[src/rtl/zflag_pkg.sv]
package zflag_pkg;

   // Flag presentation mode, encoded as the configuration bit value
   typedef enum logic {
      FLAG_INDEP  = 1'b0,
      FLAG_COMMON = 1'b1
   } flag_mode_e;

   // Channel slots inside the packed sample array
   localparam int CH_LEFT  = 0;
   localparam int CH_RIGHT = 1;
   localparam int NUM_CH   = 2;

   // Width needed to hold a count from 0 up to and including lim
   function automatic int run_cnt_width(input int lim);
      return $clog2(lim + 1);
   endfunction

endpackage

[src/rtl/zflag_run_counter.sv]
module zflag_run_counter #(
   parameter int SAMPLE_W = 24,
   parameter int RUN_LEN  = 1024
) (
   input  logic                clk,
   input  logic                rst,
   input  logic                stb,
   input  logic [SAMPLE_W-1:0] smp,
   output logic                silent
);
   import zflag_pkg::*;

   localparam int CNT_W = run_cnt_width(RUN_LEN);
   localparam logic [CNT_W-1:0] FULL = CNT_W'(RUN_LEN);
   localparam logic [CNT_W-1:0] LAST = CNT_W'(RUN_LEN - 1);

   logic [CNT_W-1:0] run_q;
   logic             silent_q;
   logic             smp_zero;
   logic             reach;

   assign smp_zero = (smp == '0);
   assign reach    = (run_q == LAST) || (run_q == FULL);

   always_ff @(posedge clk) begin
      if (rst) begin
         run_q    <= '0;
         silent_q <= 1'b0;
      end else if (stb) begin
         if (smp_zero) begin
            if (run_q != FULL) begin
               run_q <= run_q + 1'b1;
            end
            silent_q <= reach;
         end else begin
            run_q    <= '0;
            silent_q <= 1'b0;
         end
      end
   end

   assign silent = silent_q;


   run_bound_chk: assert property (@(posedge clk) disable iff (rst)
      run_q <= FULL);


   silent_needs_full_chk: assert property (@(posedge clk) disable iff (rst)
      silent_q |-> (run_q == FULL));


   full_gives_silent_chk: assert property (@(posedge clk) disable iff (rst)
      (run_q == FULL) |-> silent_q);


   nonzero_clears_chk: assert property (@(posedge clk) disable iff (rst)
      (stb && !smp_zero) |=> (run_q == '0) && !silent_q);


   idle_hold_chk: assert property (@(posedge clk) disable iff (rst)
      !stb |=> $stable(run_q) && $stable(silent_q));


   sat_hold_chk: assert property (@(posedge clk) disable iff (rst)
      (stb && smp_zero && run_q == FULL) |=> (run_q == FULL) && silent_q);

endmodule

[src/rtl/zflag_combine.sv]
module zflag_combine #(
   parameter bit FLAG_REG = 1'b0
) (
   input  logic clk,
   input  logic rst,
   input  logic silent_l,
   input  logic silent_r,
   input  logic cfg_common,
   input  logic cfg_invert,
   output logic flag_l,
   output logic flag_r
);
   import zflag_pkg::*;

   flag_mode_e mode;
   logic       raw_l;
   logic       raw_r;
   logic       lvl_l;
   logic       lvl_r;

   assign mode = flag_mode_e'(cfg_common);

   always_comb begin
      if (mode == FLAG_COMMON) begin
         raw_l = silent_l & silent_r;
         raw_r = silent_l & silent_r;
      end else begin
         raw_l = silent_l;
         raw_r = silent_r;
      end
      lvl_l = raw_l ^ cfg_invert;
      lvl_r = raw_r ^ cfg_invert;
   end

   generate
      if (FLAG_REG) begin : g_reg_out
         logic fl_q;
         logic fr_q;
         always_ff @(posedge clk) begin
            if (rst) begin
               fl_q <= cfg_invert;
               fr_q <= cfg_invert;
            end else begin
               fl_q <= lvl_l;
               fr_q <= lvl_r;
            end
         end
         assign flag_l = fl_q;
         assign flag_r = fr_q;
      end else begin : g_comb_out
         assign flag_l = lvl_l;
         assign flag_r = lvl_r;


         common_match_chk: assert property (@(posedge clk) disable iff (rst)
            cfg_common |-> (flag_l == flag_r));


         common_needs_both_chk: assert property (@(posedge clk) disable iff (rst)
            (cfg_common && (flag_l != cfg_invert)) |-> (silent_l && silent_r));


         inactive_level_chk: assert property (@(posedge clk) disable iff (rst)
            (!silent_l && !silent_r) |-> (flag_l == cfg_invert) && (flag_r == cfg_invert));


         indep_right_chk: assert property (@(posedge clk) disable iff (rst)
            (!cfg_common && silent_r) |-> (flag_r != cfg_invert));
      end
   endgenerate

endmodule

[src/rtl/zero_flag_detect.sv]
module zero_flag_detect #(
   parameter int SAMPLE_W = 24,
   parameter int RUN_LEN  = 1024,
   parameter bit FLAG_REG = 1'b0
) (
   input  logic                clk,
   input  logic                rst,
   input  logic                smp_stb,
   input  logic [SAMPLE_W-1:0] left_smp,
   input  logic [SAMPLE_W-1:0] right_smp,
   input  logic                cfg_common,
   input  logic                cfg_invert,
   output logic                flag_left,
   output logic                flag_right
);
   import zflag_pkg::*;

   generate
      if (SAMPLE_W < 1) begin : g_bad_width
         $error("SAMPLE_W must be at least 1");
      end
      if (RUN_LEN < 2) begin : g_bad_len
         $error("RUN_LEN must be at least 2");
      end
   endgenerate

   logic [NUM_CH-1:0][SAMPLE_W-1:0] smp_arr;
   logic [NUM_CH-1:0]               silent;

   assign smp_arr[CH_LEFT]  = left_smp;
   assign smp_arr[CH_RIGHT] = right_smp;

   generate
      for (genvar ch = 0; ch < NUM_CH; ch++) begin : g_chan
         zflag_run_counter #(
            .SAMPLE_W (SAMPLE_W),
            .RUN_LEN  (RUN_LEN)
         ) i_run (
            .clk    (clk),
            .rst    (rst),
            .stb    (smp_stb),
            .smp    (smp_arr[ch]),
            .silent (silent[ch])
         );
      end
   endgenerate

   zflag_combine #(
      .FLAG_REG (FLAG_REG)
   ) i_comb (
      .clk        (clk),
      .rst        (rst),
      .silent_l   (silent[CH_LEFT]),
      .silent_r   (silent[CH_RIGHT]),
      .cfg_common (cfg_common),
      .cfg_invert (cfg_invert),
      .flag_l     (flag_left),
      .flag_r     (flag_right)
   );

endmodule

[config.mk]
export PLATFORM = sky130hd
export DESIGN_NAME = zero_flag_detect
export DESIGN_NICKNAME = d
export VERILOG_FILES = /design/src/rtl/zflag_pkg.sv /design/src/rtl/zflag_run_counter.sv /design/src/rtl/zflag_combine.sv /design/src/rtl/zero_flag_detect.sv
export SDC_FILE = /design/constraint.sdc
export NUM_CORES = 1
export LEC_CHECK = 0
export ABC_AREA = 1
export BUFFER_PORTS_ARGS = -buffer_cell sky130_fd_sc_hd__buf_4
export CAP_MARGIN = 20
export CORE_MARGIN = 3
export CORE_UTILIZATION = 52
export CTS_CLUSTER_DIAMETER = 120
export CTS_CLUSTER_SIZE = 16
export DETAILED_ROUTE_END_ITERATION = 10
export PLACE_DENSITY_LB_ADDON = 0.12
export RECOVER_POWER = 100
export REMOVE_ABC_BUFFERS = 1
export SLEW_MARGIN = 40
export SYNTH_ARGS = -nofsm -noshare
export SYNTH_HDL_FRONTEND = slang
export SYNTH_SLANG_ARGS = --single-unit
[constraint.sdc]
create_clock -name clk -period 1.71 [get_ports clk]
set_clock_uncertainty 0.05 [all_clocks]
set_input_delay 0.0855 -clock clk [delete_from_list [all_inputs] [get_ports clk]]
set_output_delay 0.0855 -clock clk [all_outputs]
set_load 0.03 [all_outputs]
# ---- Yosys cells after proc, flatten, opt, wreduce, memory -nomap -nowiden
# Cells that the tools add are included.
dict set report word_totals {
  input_bits 53
  register_bits 24
  word_cells 31
}
dict set report op_classes {
  addsub 2
  reduce_logical 6
  bitwise_logic 3
  eq_ne 8
  muxes 8
}
# op count
set ops {}
lappend ops {{$logic_not 24->1} 2}
lappend ops {{$mux 11} 4}
lappend ops {{$add 11x1->11 const B} 2}
lappend ops {{$eq 11x10->1 const B} 2}
lappend ops {{$eq 11x11->1 const B} 2}
lappend ops {{$ne 11x11->1 const B} 2}
lappend ops {{$mux 1} 4}
lappend ops {{$ne 2x2->1 const B} 2}
lappend ops {{$reduce_and 2->1} 2}
lappend ops {{$logic_or 1x1->1} 2}
lappend ops {{$xor 1x1->1} 2}
lappend ops {{$and 1x1->1} 1}

# ---- Longest topological paths before layout
dict set report depth {
  depth_word 3
  ltp_mapped 10
  ltp_nobuf 10
}

# ---- Hierarchy
# From an unflattened synthesis, not the netlist that was laid out.
dict set report unflattened {
  hier_cells 335
  area_unflattened_um2 1968.1
}
# module area_each_um2 cells_each instances
set by_module_without_submodules {}
lappend by_module_without_submodules {zflag_run_counter 958.4 161 2}
lappend by_module_without_submodules {zflag_combine 51.3 13 1}

# ---- Worst setup path after synthesis
# Ideal clock, no wire load.
dict set report synth_path {
  path_kind {reg2reg}
  from {register g_chan[1].i_run.run_q[1]}
  to {register g_chan[1].i_run.run_q[10]}
  setup_ps 113
  path_slack_ps 337
  synth_period_minus_slack_ps 1373
  stages_incl_launch_ff 11
  arrival_time_ps 1211
  t_required_ps 1547
  path_cell_list {dfxtp_1 -> ha_1 -> nand2_2 -> nor2_1 -> nand3_1 -> nor2_1 -> nand2_1 -> nand2_1 -> nor2_1 -> nor2_1 -> nor2_1}
}
dict set report synth_between {
  elab_chain_len 3
  elab_cells_between_ends 6
  cone_classes {add/sub (1); eq/ne (2); mux (2); reduce/logical (1)}
}
# element line
set synth_lines {}
lappend synth_lines {{from (decl)} zflag_run_counter.sv:17} ;# logic [CNT_W-1:0] run_q;
lappend synth_lines {{from (signal assigned)} zflag_run_counter.sv:32} ;# run_q <= run_q + 1'b1;
lappend synth_lines {{$add 11x1->11 or $ne 11x11->1 (tied branches)} {zflag_run_counter.sv:32, zflag_run_counter.sv:31}}
lappend synth_lines {{$mux 11 or $ne 2x2->1 (tied branches)} n/a}
lappend synth_lines {{$mux 11 or $reduce_and 2->1 (tied branches)} n/a}
# Parallel ways exist; a longest one is shown, timed or not. The select of a mux whose other input is x is not followed.
# A chain may end at the register's enable or synchronous reset.

# ---- Final worst setup path
dict set report layout_path {
  from {register g_chan[0].i_run.run_q[0]}
  to {register g_chan[0].i_run.run_q[10]}
}
dict set report layout_between {
  elab_chain_len 3
  elab_cells_between_ends 6
  cone_classes {add/sub (1); eq/ne (2); mux (2); reduce/logical (1)}
}
# element line
set layout_lines {}
lappend layout_lines {{from (decl)} zflag_run_counter.sv:17}
lappend layout_lines {{from (signal assigned)} zflag_run_counter.sv:32}
lappend layout_lines {{$add 11x1->11 or $ne 11x11->1 (tied branches)} {zflag_run_counter.sv:32, zflag_run_counter.sv:31}}
lappend layout_lines {{$mux 11 or $ne 2x2->1 (tied branches)} n/a}
lappend layout_lines {{$mux 11 or $reduce_and 2->1 (tied branches)} n/a}
# Parallel ways exist; a longest one is shown, timed or not. The select of a mux whose other input is x is not followed.

==> impl_table.tex <==
\begin{tabular}{lr}
\hline
Metric & Value \\
\hline
\multicolumn{2}{l}{\textbf{Yosys}} \\
\quad Count of synthesis-stage warnings from yosys & 0 \\
\quad Number of storage elements in the synthesis netlist & 24 \\
\quad Post-synth EDFFs & 0 \\
\quad Post-synthesis mux area share & 0\% \\
\quad Most used flip-flop cell after synthesis & dfxtp\_1 \\
\quad Share of the yosys chip area belonging to registers & 25.2\% \\
\quad Cell area after technology mapping & 1910 sq um \\
\quad Number of different library cells in the post-synthesis netlist & 27 \\
\quad Synth Area in XOR/XNOR & 3.67\% \\
\quad FFs w/ async S/R, synth & 0\% \\
\quad Compound-Gate Fraction of Synth Area & 7.22\% \\
\quad Average cell area after synthesis & 6.05 sq um \\
\quad Most frequent cells after synthesis & 81 x nand2\_1, 67 x nor2\_1, 31 x inv\_1, 25 x nand3\_1, 24 x dfxtp\_1 \\
\quad Gate count of the mapped netlist & 315 \\
\quad Cell types occupying the most area after synthesis & dfxtp\_1 25\%, nand2\_1 16\%, nor2\_1 13\% \\
\quad Area share of the largest cell type after synthesis & 25.2\% \\
\quad Yosys top cell by area & dfxtp\_1 \\
\quad Most frequently used cell type in the post-synthesis netlist & nand2\_1 \\
\quad Adder-cell share of the synthesized area & 2.62\% \\
\quad Simple-gate share of the synthesized area & 50.8\% \\
\quad Main combinational cell family by area after synthesis & simple AND/OR/NAND/NOR gates \\
\multicolumn{2}{l}{\textbf{Global route}} \\
\quad Largest net degree at the start of global routing & 24 \\
\quad Total global routing track utilization & 21.5\% \\
\quad Initial antenna violation count & 0 \\
\quad First-pass GRT wire length & 7.60 mm \\
\quad Via count of the first global-routing pass & 1830 \\
\quad GRT Residual Overflow & 0 \\
\multicolumn{2}{l}{\textbf{STA}} \\
\quad Tmin final & 1.53 ns \\
\quad Headroom to the max-slew limit & 74.6\% \\
\quad Final Cycle Share & 89.2\% \\
\quad Accumulated negative setup slack & 0 ns \\
\quad Highest achievable clock rate & 0.655 GHz \\
\quad RSZ-0062 raised after global routing & no \\
\quad Max Slew Vio Count & 0 \\
\quad Final setup violating endpoints & 0 \\
\quad Final hold vios & 0 \\
\quad Worst slew pin tran & 0.382 ns \\
\multicolumn{2}{l}{\textbf{Finish}} \\
\quad Multi-input gate area in the final layout & 1220 sq um \\
\quad Fraction of layout cells with a size suffix above 1 & 20.3\% \\
\quad Number of filler cells placed in the layout & 328 \\
\quad P\&R area growth vs syn & 21.5\% \\
\quad Final standard cell count with taps included and fillers excluded & 410 \\
\quad Area taken by flip-flops and latches & 482 sq um \\
\quad Antenna Diode Count & 0 \\
\quad Final Net Count & 423 \\
\multicolumn{2}{l}{\textbf{Setup path}} \\
\quad Worst-case reg-to-reg path depth & 9 \\
\quad Most used cell, CP & nand2\_1 \\
\quad Reg-to-reg slack, setup & 0.18 ns \\
\quad Endpoint of the worst register-to-register path & g\_chan[0].i\_run.run\_q[10]\$\_SDFFE\_PP0P\_ \\
\quad Critical path's largest stage delay & 0.34 ns \\
\quad Data arrival at the endpoint of the critical path & 1.64 ns \\
\quad Data required time of the worst path & 1.83 ns \\
\quad Category of the worst setup path capture point & flip-flop \\
\quad Startpoint of the worst register-to-register path & g\_chan[0].i\_run.run\_q[0]\$\_SDFFE\_PP0P\_ \\
\quad Sort of element at the start of the critical path & flip-flop \\
\quad CP Class & flip-flop to flip-flop \\
\quad CP Cell Sequence & inv\_1 -> ha\_1 -> nand3\_1 -> nor2\_2 -> nand4\_4 -> nand2\_2 -> nand2\_1 -> nand2\_1 -> nor2\_1 \\
\quad Crit path max fanout & 10 \\
\quad CP max-delay cell & dfxtp\_1 \\
\multicolumn{2}{l}{\textbf{Clock network}} \\
\quad Post-CTS Setup Repair Bufs & 0 \\
\quad CTS Buf Count & 3 \\
\quad Clock root buffer & clkbuf\_8 \\
\quad Number of clock sinks & 24 \\
\quad Clock transition at path regs & 0.09 ns \\
\quad CTS tree & yes \\
\quad H-tree levels & 1 \\
\quad Clk\_lat worst skew & 0.27 ns \\
\quad CTS max path bufs & 2 \\
\multicolumn{2}{l}{\textbf{Floorplanning}} \\
\quad I/O pin count & 55 \\
\quad Cell Rows & 21 \\
\quad Floorplan core area & 3440 sq um \\
\quad Initial standard-cell utilization of the core & 55.4\% \\
\quad Die area & 4430 sq um \\
\quad Die W & 66.6 um \\
\quad Vert. Die Dim & 66.6 um \\
\multicolumn{2}{l}{\textbf{Power}} \\
\quad Pwr/cell area & 474 nW/um\^{}2 \\
\quad Maximum resistive drop on vdd & 0.541 mV \\
\quad Leakage Power & 0.000963 uW \\
\multicolumn{2}{l}{\textbf{Hold path}} \\
\quad Worst hold path cell count & 2 \\
\quad Source of the worst hold timing path & rst \\
\quad Hold/Removal Path Class & input pin to flip-flop \\
\quad Worst Hold End & g\_chan[1].i\_run.run\_q[6]\$\_SDFFE\_PP0P\_ \\
\multicolumn{2}{l}{\textbf{Placed design}} \\
\quad Post-detail-place hpwl & 3.47 mm \\
\quad Cells after DPL & 407 \\
\quad RePlAce Congestion & 0.992 \\
\quad Quantity of I/O buffers inserted on ports & 54 \\
\multicolumn{2}{l}{\textbf{Status}} \\
\quad Outcome & complete, no violations \\
\multicolumn{2}{l}{\textbf{Detailed routing}} \\
\quad WL per Instance & 11.0 um \\
\quad Number of antenna-violating nets in the routed design & 0 \\
\quad Via count & 2075 \\
\quad Final WL & 4.52 mm \\
\quad Vias per Instance & 5.06 \\
\quad Violation count after the first detailed-route iteration & 152 \\
\quad Residual DRC & 0 \\
\quad Detailed-router iteration count before antenna repair & 4 \\
\multicolumn{2}{l}{\textbf{Job}} \\
\quad Number of maximum-capacitance violations & 0 \\
\hline
\end{tabular}
## metal layers
metal | vias up | track usage (%) | wire length (um)
met5 | - | 0 | 0
met4 | 0 | 3.81 | 25
met2 | 52 | 41.7 | 2370
li1 | 1108 | - | -
met3 | 5 | 4.38 | 234
met1 | 910 | 23.8 | 1890
## worst max-delay path, delay by kind of cell (launching register included)
family,cells,cell delay (ns)
simple gates,7,0.81
flops,1,0.34
fa+ha+maj,1,0.14
buf+inv,1,0.08
## sequential cells by signal, summed over array words and instances (netlist names)
register	count
g_chan.i_run.silent	2
g_chan.i_run.run_q	22
## metrics by stage
stage	hold WS [ns]	power (uW)	setup slack, ns	utilization [%]	instance area, sq um
finish	0.0779	1100	0.184	67.3	2320
global route	0.101	1150	0.0203	67.3	2320
CTS	0.0846	1110	0.157	67.7	2330
detailed placement	0.378	774	0.171	66.5	2290
global placement	0.373	771	0.204	66.5	2290
floorplan	0.105	651	0.328	-	1830
## cell usage in the layout, fill, tap and decap left out, drive strengths merged
master  netlist  layout
o31ai         1       1
nand3        25      25
nor3          6       6
ha            4       4
nand3b        1       1
o21ai         4       4
nand2        84      84
xor2          8       8
inv          32      32
buf           3      52
nand4        16      16
nor2         80      80
a21oi        22      22
dfxtp        24      24
clkbuf        3       5
## cells by family (layout without fill, tap and decap cells)
group | Yosys count | in the layout
buffers and inverters | 40 | 89
XOR/XNOR | 8 | 8
adder cells (fa/ha/maj) | 4 | 4
AO/OA/AOI/OAI | 27 | 27
AND/OR/NAND/NOR | 212 | 212
flip-flops | 24 | 24
## layout make-up
class / instances / area share [%]
sequential: 24 / 20.8
timing repair buffer: 54 / 17.2
multi-input combinational: 251 / 52.6
clock buffer: 3 / 1.78
tap: 46 / 2.48
inverter: 32 / 5.18
## worst max-delay path by stage
stage,start,endpoint,slack [ns],cells after the start
2_1_floorplan,g_chan[1].i_run.run_q[1]$_SDFFE_PP0P_,g_chan[1].i_run.run_q[10]$_SDFFE_PP0P_,0.33,10
3_3_place_gp,g_chan[1].i_run.run_q[1]$_SDFFE_PP0P_,g_chan[1].i_run.run_q[10]$_SDFFE_PP0P_,0.20,10
3_5_place_dp,g_chan[1].i_run.run_q[1]$_SDFFE_PP0P_,g_chan[1].i_run.run_q[10]$_SDFFE_PP0P_,0.17,10
4_1_cts,g_chan[1].i_run.run_q[1]$_SDFFE_PP0P_,g_chan[1].i_run.run_q[10]$_SDFFE_PP0P_,0.16,10
5_1_grt,g_chan[1].i_run.run_q[0]$_SDFFE_PP0P_,g_chan[1].i_run.run_q[4]$_SDFFE_PP0P_,0.02,7
6_report,g_chan[0].i_run.run_q[0]$_SDFFE_PP0P_,g_chan[0].i_run.run_q[10]$_SDFFE_PP0P_,0.18,9
## where the power goes
group,leakage (uW),internal (uW),switching [uW]
Clock,0.0000216,158,184
Combinational,0.000747,101,83.3
Sequential,0.000195,564,8.46
Total,0.000963,823,276
## what timing repair did
| action | in CTS | in global routing |
|---|---|---|
| gates resized for setup | 0 | 2 |
| hold buffers | 0 | 0 |
| endpoints found under the setup margin | 0 | 1 |
No activity file was read; power rests on OpenSTA's default activity.
